$ cat src/rtl/dlink_hunt_pkg.sv
package dlink_hunt_pkg;

    localparam int OCT_W = 8;
    localparam int POS_W = $clog2(OCT_W);

    typedef enum logic [1:0] {
        CAP_DIRECT = 2'd0,
        CAP_SLIDE  = 2'd1,
        CAP_BOUND  = 2'd2
    } cap_mode_e;

    typedef struct packed {
        logic             found;
        logic             primed;
        logic [POS_W-1:0] offset;
        logic [POS_W-1:0] bpos;
        logic [POS_W-1:0] apos;
    } hunt_state_t;

    function automatic cap_mode_e pick_mode(input logic hunt, input logic bound);
        if (!hunt)
            return CAP_DIRECT;
        else if (bound)
            return CAP_BOUND;
        else
            return CAP_SLIDE;
    endfunction

endpackage

$ cat src/rtl/dlink_hunt_deser.sv
module dlink_hunt_deser
    import dlink_hunt_pkg::*;
(
    input  logic             clk,
    input  logic             rst,
    input  logic             rx_en,
    input  logic             bit_stb,
    input  logic             bit_in,
    input  logic             match_en,
    input  logic             bnd_only,
    input  logic [OCT_W-1:0] match_char,
    output logic             oct_wr,
    output logic [OCT_W-1:0] oct_data,
    output logic             found,
    output logic [POS_W-1:0] offset
);

    localparam logic [POS_W-1:0] LAST_POS = POS_W'(OCT_W - 1);

    hunt_state_t      st_q, st_d;
    logic [OCT_W-1:0] shreg_q;
    logic [OCT_W-1:0] window;
    cap_mode_e        mode;
    logic             fire;
    logic             at_edge;
    logic             hit;

    always_comb begin
        mode    = pick_mode(match_en, bnd_only);
        fire    = rx_en & bit_stb;
        window  = {bit_in, shreg_q[OCT_W-1:1]};
        at_edge = (st_q.bpos == LAST_POS);
        case (mode)
            CAP_SLIDE: hit = (st_q.primed | at_edge) & (window == match_char);
            CAP_BOUND: hit = at_edge & (window == match_char);
            default:   hit = 1'b0;
        endcase
    end

    always_comb begin
        st_d   = st_q;
        oct_wr = 1'b0;
        if (fire) begin
            st_d.bpos   = st_q.bpos + 1'b1;
            st_d.primed = st_q.primed | at_edge;
            st_d.apos   = st_q.apos + 1'b1;
            if (st_q.found) begin
                oct_wr = (st_q.apos == LAST_POS);
            end else if (mode == CAP_DIRECT) begin
                st_d.found  = 1'b1;
                st_d.offset = '0;
            end else if (hit) begin
                oct_wr      = 1'b1;
                st_d.found  = 1'b1;
                st_d.offset = st_q.bpos;
                st_d.apos   = '0;
            end
        end
    end

    always_ff @(posedge clk) begin
        if (rst || !rx_en) begin
            st_q    <= '0;
            shreg_q <= '0;
        end else begin
            st_q <= st_d;
            if (fire)
                shreg_q <= window;
        end
    end

    assign oct_data = window;
    assign found    = st_q.found;
    assign offset   = st_q.offset;

endmodule

$ cat src/rtl/dlink_hunt_fifo.sv
module dlink_hunt_fifo #(
    parameter int WIDTH = 8,
    parameter int DEPTH = 64,
    localparam int PTR_W = (DEPTH > 1) ? $clog2(DEPTH) : 1,
    localparam int CNT_W = $clog2(DEPTH + 1)
) (
    input  logic             clk,
    input  logic             rst,
    input  logic             push,
    input  logic [WIDTH-1:0] wdata,
    input  logic             pop,
    output logic [WIDTH-1:0] rdata,
    output logic [CNT_W-1:0] count,
    output logic             full,
    output logic             empty,
    output logic             dropped
);

    logic [WIDTH-1:0] mem [DEPTH];
    logic [PTR_W-1:0] wptr_q, rptr_q;
    logic [CNT_W-1:0] cnt_q;
    logic             do_push, do_pop;

    function automatic logic [PTR_W-1:0] bump(input logic [PTR_W-1:0] p);
        return (p == PTR_W'(DEPTH - 1)) ? '0 : p + 1'b1;
    endfunction

    assign full    = (cnt_q == CNT_W'(DEPTH));
    assign empty   = (cnt_q == '0);
    assign do_push = push & ~full;
    assign do_pop  = pop & ~empty;
    assign dropped = push & full;

    always_ff @(posedge clk) begin
        if (do_push)
            mem[wptr_q] <= wdata;
    end

    always_ff @(posedge clk) begin
        if (rst) begin
            wptr_q <= '0;
            rptr_q <= '0;
            cnt_q  <= '0;
        end else begin
            if (do_push)
                wptr_q <= bump(wptr_q);
            if (do_pop)
                rptr_q <= bump(rptr_q);
            case ({do_push, do_pop})
                2'b10:   cnt_q <= cnt_q + 1'b1;
                2'b01:   cnt_q <= cnt_q - 1'b1;
                default: cnt_q <= cnt_q;
            endcase
        end
    end

    assign rdata = mem[rptr_q];
    assign count = cnt_q;

endmodule

$ cat src/rtl/dlink_hunt_flags.sv
module dlink_hunt_flags #(
    parameter int CNT_W = 7
) (
    input  logic             clk,
    input  logic             rst,
    input  logic             dropped,
    input  logic             ovr_clr,
    input  logic [CNT_W-1:0] count,
    input  logic [CNT_W-1:0] fill_level,
    input  logic             irq_en,
    output logic             level_hit,
    output logic             overrun,
    output logic             irq
);

    logic ovr_q;

    always_ff @(posedge clk) begin
        if (rst)
            ovr_q <= 1'b0;
        else if (dropped)
            ovr_q <= 1'b1;
        else if (ovr_clr)
            ovr_q <= 1'b0;
    end

    assign level_hit = (count >= fill_level);
    assign overrun   = ovr_q;
    assign irq       = irq_en & (level_hit | ovr_q);

endmodule

$ cat src/rtl/dlink_hunt_rx.sv
module dlink_hunt_rx
    import dlink_hunt_pkg::*;
#(
    parameter int DEPTH = 64,
    localparam int CNT_W = $clog2(DEPTH + 1)
) (
    input  logic             clk,
    input  logic             rst,
    input  logic             rx_en,
    input  logic             bit_stb,
    input  logic             bit_in,
    input  logic             match_en,
    input  logic             bnd_only,
    input  logic [OCT_W-1:0] match_char,
    input  logic [CNT_W-1:0] fill_level,
    input  logic             irq_en,
    input  logic             rd_en,
    input  logic             ovr_clr,
    output logic [OCT_W-1:0] rd_data,
    output logic [CNT_W-1:0] fifo_count,
    output logic             fifo_empty,
    output logic             level_hit,
    output logic             overrun,
    output logic             match_found,
    output logic [POS_W-1:0] match_offset,
    output logic             irq
);

    logic             oct_wr;
    logic [OCT_W-1:0] oct_data;
    logic             q_full;
    logic             q_drop;

    dlink_hunt_deser u_deser (
        .clk        (clk),
        .rst        (rst),
        .rx_en      (rx_en),
        .bit_stb    (bit_stb),
        .bit_in     (bit_in),
        .match_en   (match_en),
        .bnd_only   (bnd_only),
        .match_char (match_char),
        .oct_wr     (oct_wr),
        .oct_data   (oct_data),
        .found      (match_found),
        .offset     (match_offset)
    );

    dlink_hunt_fifo #(.WIDTH(OCT_W), .DEPTH(DEPTH)) u_fifo (
        .clk     (clk),
        .rst     (rst),
        .push    (oct_wr),
        .wdata   (oct_data),
        .pop     (rd_en),
        .rdata   (rd_data),
        .count   (fifo_count),
        .full    (q_full),
        .empty   (fifo_empty),
        .dropped (q_drop)
    );

    dlink_hunt_flags #(.CNT_W(CNT_W)) u_flags (
        .clk        (clk),
        .rst        (rst),
        .dropped    (q_drop),
        .ovr_clr    (ovr_clr),
        .count      (fifo_count),
        .fill_level (fill_level),
        .irq_en     (irq_en),
        .level_hit  (level_hit),
        .overrun    (overrun),
        .irq        (irq)
    );

endmodule

$ cat config.mk
export PLATFORM = sky130hd
export DESIGN_NAME = dlink_hunt_rx
export DESIGN_NICKNAME = d
export VERILOG_FILES = /design/src/rtl/dlink_hunt_pkg.sv /design/src/rtl/dlink_hunt_deser.sv /design/src/rtl/dlink_hunt_fifo.sv /design/src/rtl/dlink_hunt_flags.sv /design/src/rtl/dlink_hunt_rx.sv
export SDC_FILE = /design/constraint.sdc
export NUM_CORES = 1
export LEC_CHECK = 0
export BUFFER_PORTS_ARGS = -buffer_cell sky130_fd_sc_hd__buf_2
export CAP_MARGIN = 20
export CORE_MARGIN = 4
export CORE_UTILIZATION = 51
export DETAILED_ROUTE_END_ITERATION = 12
export HOLD_SLACK_MARGIN = 0.15
export PLACE_DENSITY = 0.79
export RECOVER_POWER = 50
export SETUP_SLACK_MARGIN = 0.1
export SYNTH_ARGS = -nofsm -noshare
export SYNTH_HDL_FRONTEND = slang
export SYNTH_HIERARCHICAL = 1
export SYNTH_SLANG_ARGS = --single-unit
$ cat constraint.sdc
create_clock -name clk -period 5.6 [get_ports clk]
set_input_delay 0.56 -clock clk [delete_from_list [all_inputs] [get_ports clk]]
set_output_delay 0.56 -clock clk [all_outputs]
set_load 0.02 [all_outputs]
==> flow_summary.ini, run 1 <==
[status]
status = complete, but fails checks
violations = capacitance limit, slew limit

[finish]
nNetsFinal = 1330
final_area_mm2 = 0.0248
synthToLayoutAreaGrowth_pct = 10.7
final_layout_size_suffix_gt1_share_pct = 21.2
diodes = 0

[run]
max-cap-violations = 8

[power]
power.density_mw_per_mm2 = 326
switchingPower_mw = 1.54
p_clk_share_pct = 44.0
p_seq_share_pct = 55.4
p_int_mw = 6.55
combPwrFrac_pct = 0.6
ir_worst_vdd_mv = 0.216
swShare_pct = 19.0
power_leakage_nw = 8.08

[global_route]
grt_max_degree = 67
grt_pass1_vias = 11900
track_usage_pct = 20.8
antenna_found_initial = 0
grt_pass1_wl_um = 74600
gr-total-overflow = 0

[clocking]
clkTransAtPathRegs_ps = 60
postCtsSetupRepairBufs = 0
clkLatencyLatePin_ps = 600
cts_tree = done
cts_sinks = 556
cts_root_buf = clkbuf_16
htree_levels = 2
ctsHoldBuffers = 0
clk_path_buf_depth = 3
cts_resized = 0
cts_buffers = 54

[synthesis]
avgSynthCellArea_um2 = 18.1
synth_area_mm2 = 0.0224
ys_warn_count = 6
synthesis.nets = 1285
synth_cells = 1243

[setup_path]
crit_fanout = 65
worst_ep_arrival_time_ps = 3800
startpoint_type = register
critPathKind = reg2out
critPathCaptureType = output port
crit_required_ps = 5040

[drt]
viasPerCell = 6.29
vias = 12100
first_iter_violations = 1715
met1Wirelength_um = 19100
wirelength_um = 49300
dr_wl_met2_um = 23700
drc = 0
dr_wl_met3_um = 5090
wire_per_inst_um = 25.7
detail-route-antenna-nets = 0
drtPass1Iterations = 6
top_layer_used = met4

[floorplanning]
dieArea_mm2 = 0.0474
die_h_um = 218
start_util_pct = 51.9
fp-row-count = 76
die_w_um = 218
placeableCoreArea_mm2 = 0.0433
pin_count = 48

[placed_design]
dp_hpwl_um = 29300
gp_congestion = 0.841
portBuffers = 47
dpl_cell_area_mm2 = 0.0232

[sta]
hold_ws_ps = 267
max_freq_ghz = 0.229
grt_setup_unrepaired = no
worstMarginPinSlew_ps = 3400
post-route-min-period_ps = 4360
setup_tns_ps = 0
fin_skew_ps = 12.3
setup_viol = 0
max-slew-margin-rel_pct = -127
hold_viol = 0
drv_slew = 534
period_share_pct = 77.9

[hold_path]
hp-class = in2reg
-- metrics by stage --
| step | setup slack (ps) | power (mW) | util (%) | cells |
|---|---|---|---|---|
| 6_report | 1240 | 8.09 | 57.4 | 1918 |
| 3_5_place_dp | 1360 | 4.62 | 53.5 | 1817 |
| 5_1_grt | 853 | 8.34 | 57.4 | 1918 |
| 3_3_place_gp | 1480 | 4.62 | 53.5 | 1817 |
| 2_1_floorplan | 1430 | 4.60 | - | 1243 |
| 4_1_cts | 1240 | 8.15 | 57.6 | 1918 |
-- routing by layer --
layer,vias up,track usage [%]
met3,107,5.14
met1,6190,28.9
met2,673,33.4
li1,5085,-
met4,0,6.13
met5,-,0
-- worst max-delay path, stage by stage, from the launching register on --
cell and delay, ps:
dfxtp_4 1010, buf_4 610, mux4_2 350, o221ai_1 140, o21ai_0 580, o2bb2ai_1 250, buf_2 220
-- power groups by stage --
stage	Sequential [mW]	Clock [mW]	Combinational (mW)
after floorplan	4.57	0	0.0272
after global placement	4.57	0	0.0515
after detailed placement	4.57	0	0.0532
after CTS	4.48	3.62	0.0534
after global routing	4.48	3.80	0.0574
final	4.48	3.56	0.0512
-- cell usage in the layout, fill, tap and decap left out, types with 8 or more instances in the layout --
cell type,count
nor3_1,12
nand2b_1,18
xnor2_1,12
xor2_1,8
a22oi_1,11
inv_1,14
nor2_1,111
nor2b_1,18
edfxtp_1,512
dfxtp_1,41
mux2_2,26
nand3_1,14
o21ai_0,25
clkbuf_16,57
clkinv_1,8
o22ai_1,17
a21oi_1,27
buf_2,33
mux4_2,113
clkbuf_1,32
ha_1,17
clkinv_2,11
mux2i_1,20
nand2_1,43
-- area by class of cell --
cell class              count  area [µm²]
clock inverters            33         284
fillers                  3122       18400
inverters                  14        52.6
multi-input cells         598        5680
flip-flops and latches    556       16300
well taps                 585         732
clock buffers              68        1480
repair buffers             64         340
-- worst paths after layout --
kind	startpoint	cells after the start	endpoint	slack [ps]
max	register	6	rd_data[7]	1240
min	ovr_clr	4	u_flags/overrun	270
max reg2reg	u_deser/st_q[3]	12	u_fifo/mem[59][2]	1240
min reg2reg	u_deser/offset[1]	2	u_deser/offset[1]	470
-- flip-flops by register name, summed over array words and instances, names as in the netlist, named ones only --
name,cells
u_fifo/rptr_q,6
u_deser/st_q,7
u_deser/found,1
u_flags/overrun,1
u_fifo/count,7
u_fifo/wptr_q,6
u_deser/offset,3
u_deser/shreg_q,7
u_fifo/mem,512
No activity file was read; power rests on OpenSTA's default activity.
==> run 2, diff against run 1 <==
Settings changed: PLACE_DENSITY 0.79 to 0.82.
Clock period 5.6 ns to 4 ns, I/O delays scaled along.
==> flow_summary.ini, run 2 (same netlist as run 1, synthesis figures left out) <==
[sta]
setup_viol = 0
max_freq_ghz = 0.265
grt_setup_unrepaired = no
hold_ws_ps = 310
hold_viol = 0
drv_slew = 534
max-slew-margin-rel_pct = -121
setup_tns_ps = 0
worstMarginPinSlew_ps = 3310
post-route-min-period_ps = 3780
period_share_pct = 94.4
fin_skew_ps = 28.3
setup_ws_ps = 223

[power]
power_leakage_nw = 8.54
total_power_mw = 11.5
ir_worst_vdd_mv = 0.401
power.density_mw_per_mm2 = 449

[finish]
largest_reg_flops = 512
final_common_cell = edfxtp_1
final_layout_size_suffix_gt1_share_pct = 25.6
regMostFlops = u_fifo/mem
nNetsFinal = 1403
final_area_mm2 = 0.0255
synthToLayoutAreaGrowth_pct = 13.7
layout_common_cells = edfxtp_1, mux4_2, nor2_1
diodes = 0

[floorplanning]
placeableCoreArea_mm2 = 0.0433
start_util_pct = 51.9
dieArea_mm2 = 0.0474
die_h_um = 218
fp-row-count = 76
die_w_um = 218
pin_count = 48

[clocking]
cts_tree = done
clk_path_buf_depth = 3
cts_buffers = 53
clkTransAtPathRegs_ps = 60
htree_levels = 2
clkLatencyLatePin_ps = 590
cts_sinks = 556
postCtsSetupRepairBufs = 0
cts_root_buf = clkbuf_16

[run]
max-cap-violations = 8

[global_route]
grt_max_degree = 67
grt_pass1_wl_um = 77800
antenna_found_initial = 0
grt_pass1_vias = 12500
gr-total-overflow = 0
track_usage_pct = 21.9

[placed_design]
pre_cts_slack_ps = 70.1
dpl_cell_area_mm2 = 0.0237
gp_congestion = 0.896
dp_hpwl_um = 31100
portBuffers = 47

[hold_path]
hp-start = bit_stb
hold_depth = 4
hold_end = u_deser/st_q[0]
hp-class = in2reg

[status]
status = complete, but fails checks
violations = capacitance limit, slew limit

[drt]
wirelength_um = 51900
wire_per_inst_um = 26.2
detail-route-antenna-nets = 0
drtPass1Iterations = 5
viasPerCell = 6.30
first_iter_violations = 1683
drc = 0
vias = 12500

[setup_path]
crit_required_ps = 3600
startpoint_type = register
r2r_cells = 10
crit_fanout = 27
r2r_start = u_deser/st_q[3]
critPathKind = reg2out
timing.rr.end = u_fifo/mem[36][0]
critPathCaptureType = output port
ff2ff_setup_slack_ps = 420
worst_ep_arrival_time_ps = 3380
[run 2: cell count changes in the layout (fill, tap and decap cells not counted), sizes merged]
| cell | delta |
|---|---|
| clkinvlp | -4 |
| clkbuf | -3 |
| clkinv | -3 |
| inv | +2 |
| buf | +70 |
| dlygate4sd3 | +2 |
| bufinv | +3 |
[run 2: layout make-up]
cell class                      count  area, µm²
Clock buffer                       63       1450
Clock inverter                     31        340
Fill cell                        3050      17800
Inverter                           14       52.6
Multi-Input combinational cell    598       5720
Sequential cell                   556      16300
Tap cell                          585        732
Timing Repair Buffer              138        960
[run 2: how the worst max path moves through the flow]
stage,to,start,slack [ps]
2_1_floorplan,u_fifo/count[4],u_deser/shreg_q[4],230
3_3_place_gp,u_fifo/count[4],bit_in,210
3_5_place_dp,u_fifo/count[4],bit_in,70
4_1_cts,rd_data[7],register,170
5_1_grt,u_fifo/count[4],match_en,140
6_report,rd_data[7],register,220
[run 2: per-layer routing]
| metal | vias to the layer above | GRT usage, % | routed length, µm |
|---|---|---|---|
| li1 | 5220 | - | - |
| met1 | 6350 | 30.4 | 19300 |
| met2 | 816 | 35.4 | 25300 |
| met3 | 126 | 4.71 | 5700 |
| met4 | 0 | 6.36 | 1630 |
| met5 | - | 0 | 0 |
[run 2: power by group]
group | internal [mW] | switching [mW] | leakage (nW) | total, mW
combinational | 0.0252 | 0.0498 | 2.20 | 0.0750
sequential | 6.27 | 0.00174 | 5.46 | 6.27
clock | 3.03 | 2.09 | 0.877 | 5.11
[run 2: per-stage QoR]
| step | cells | utilization, % |
|---|---|---|
| detailed placement | 1888 | 54.8 |
| global route | 1985 | 59.0 |
| CTS | 1984 | 59.0 |
| floorplan | 1243 | - |
| global placement | 1888 | 54.8 |
| finish | 1985 | 59.0 |
[run 2: what timing repair did]
item / in CTS / in global routing
gates resized for setup: 0 / 5
hold buffers: 2 / 0
hold endpoints to repair: 4 / 0
setup endpoints to repair: 0 / 7
[run 2: critical path, cell delays in order, from the launching register on]
cell	delay (ps)
dfxtp_4	650
buf_16	280
mux4_2	590
a22oi_1	340
a21o_1	200
o21ai_0	230
o2bb2ai_1	250
buf_2	190
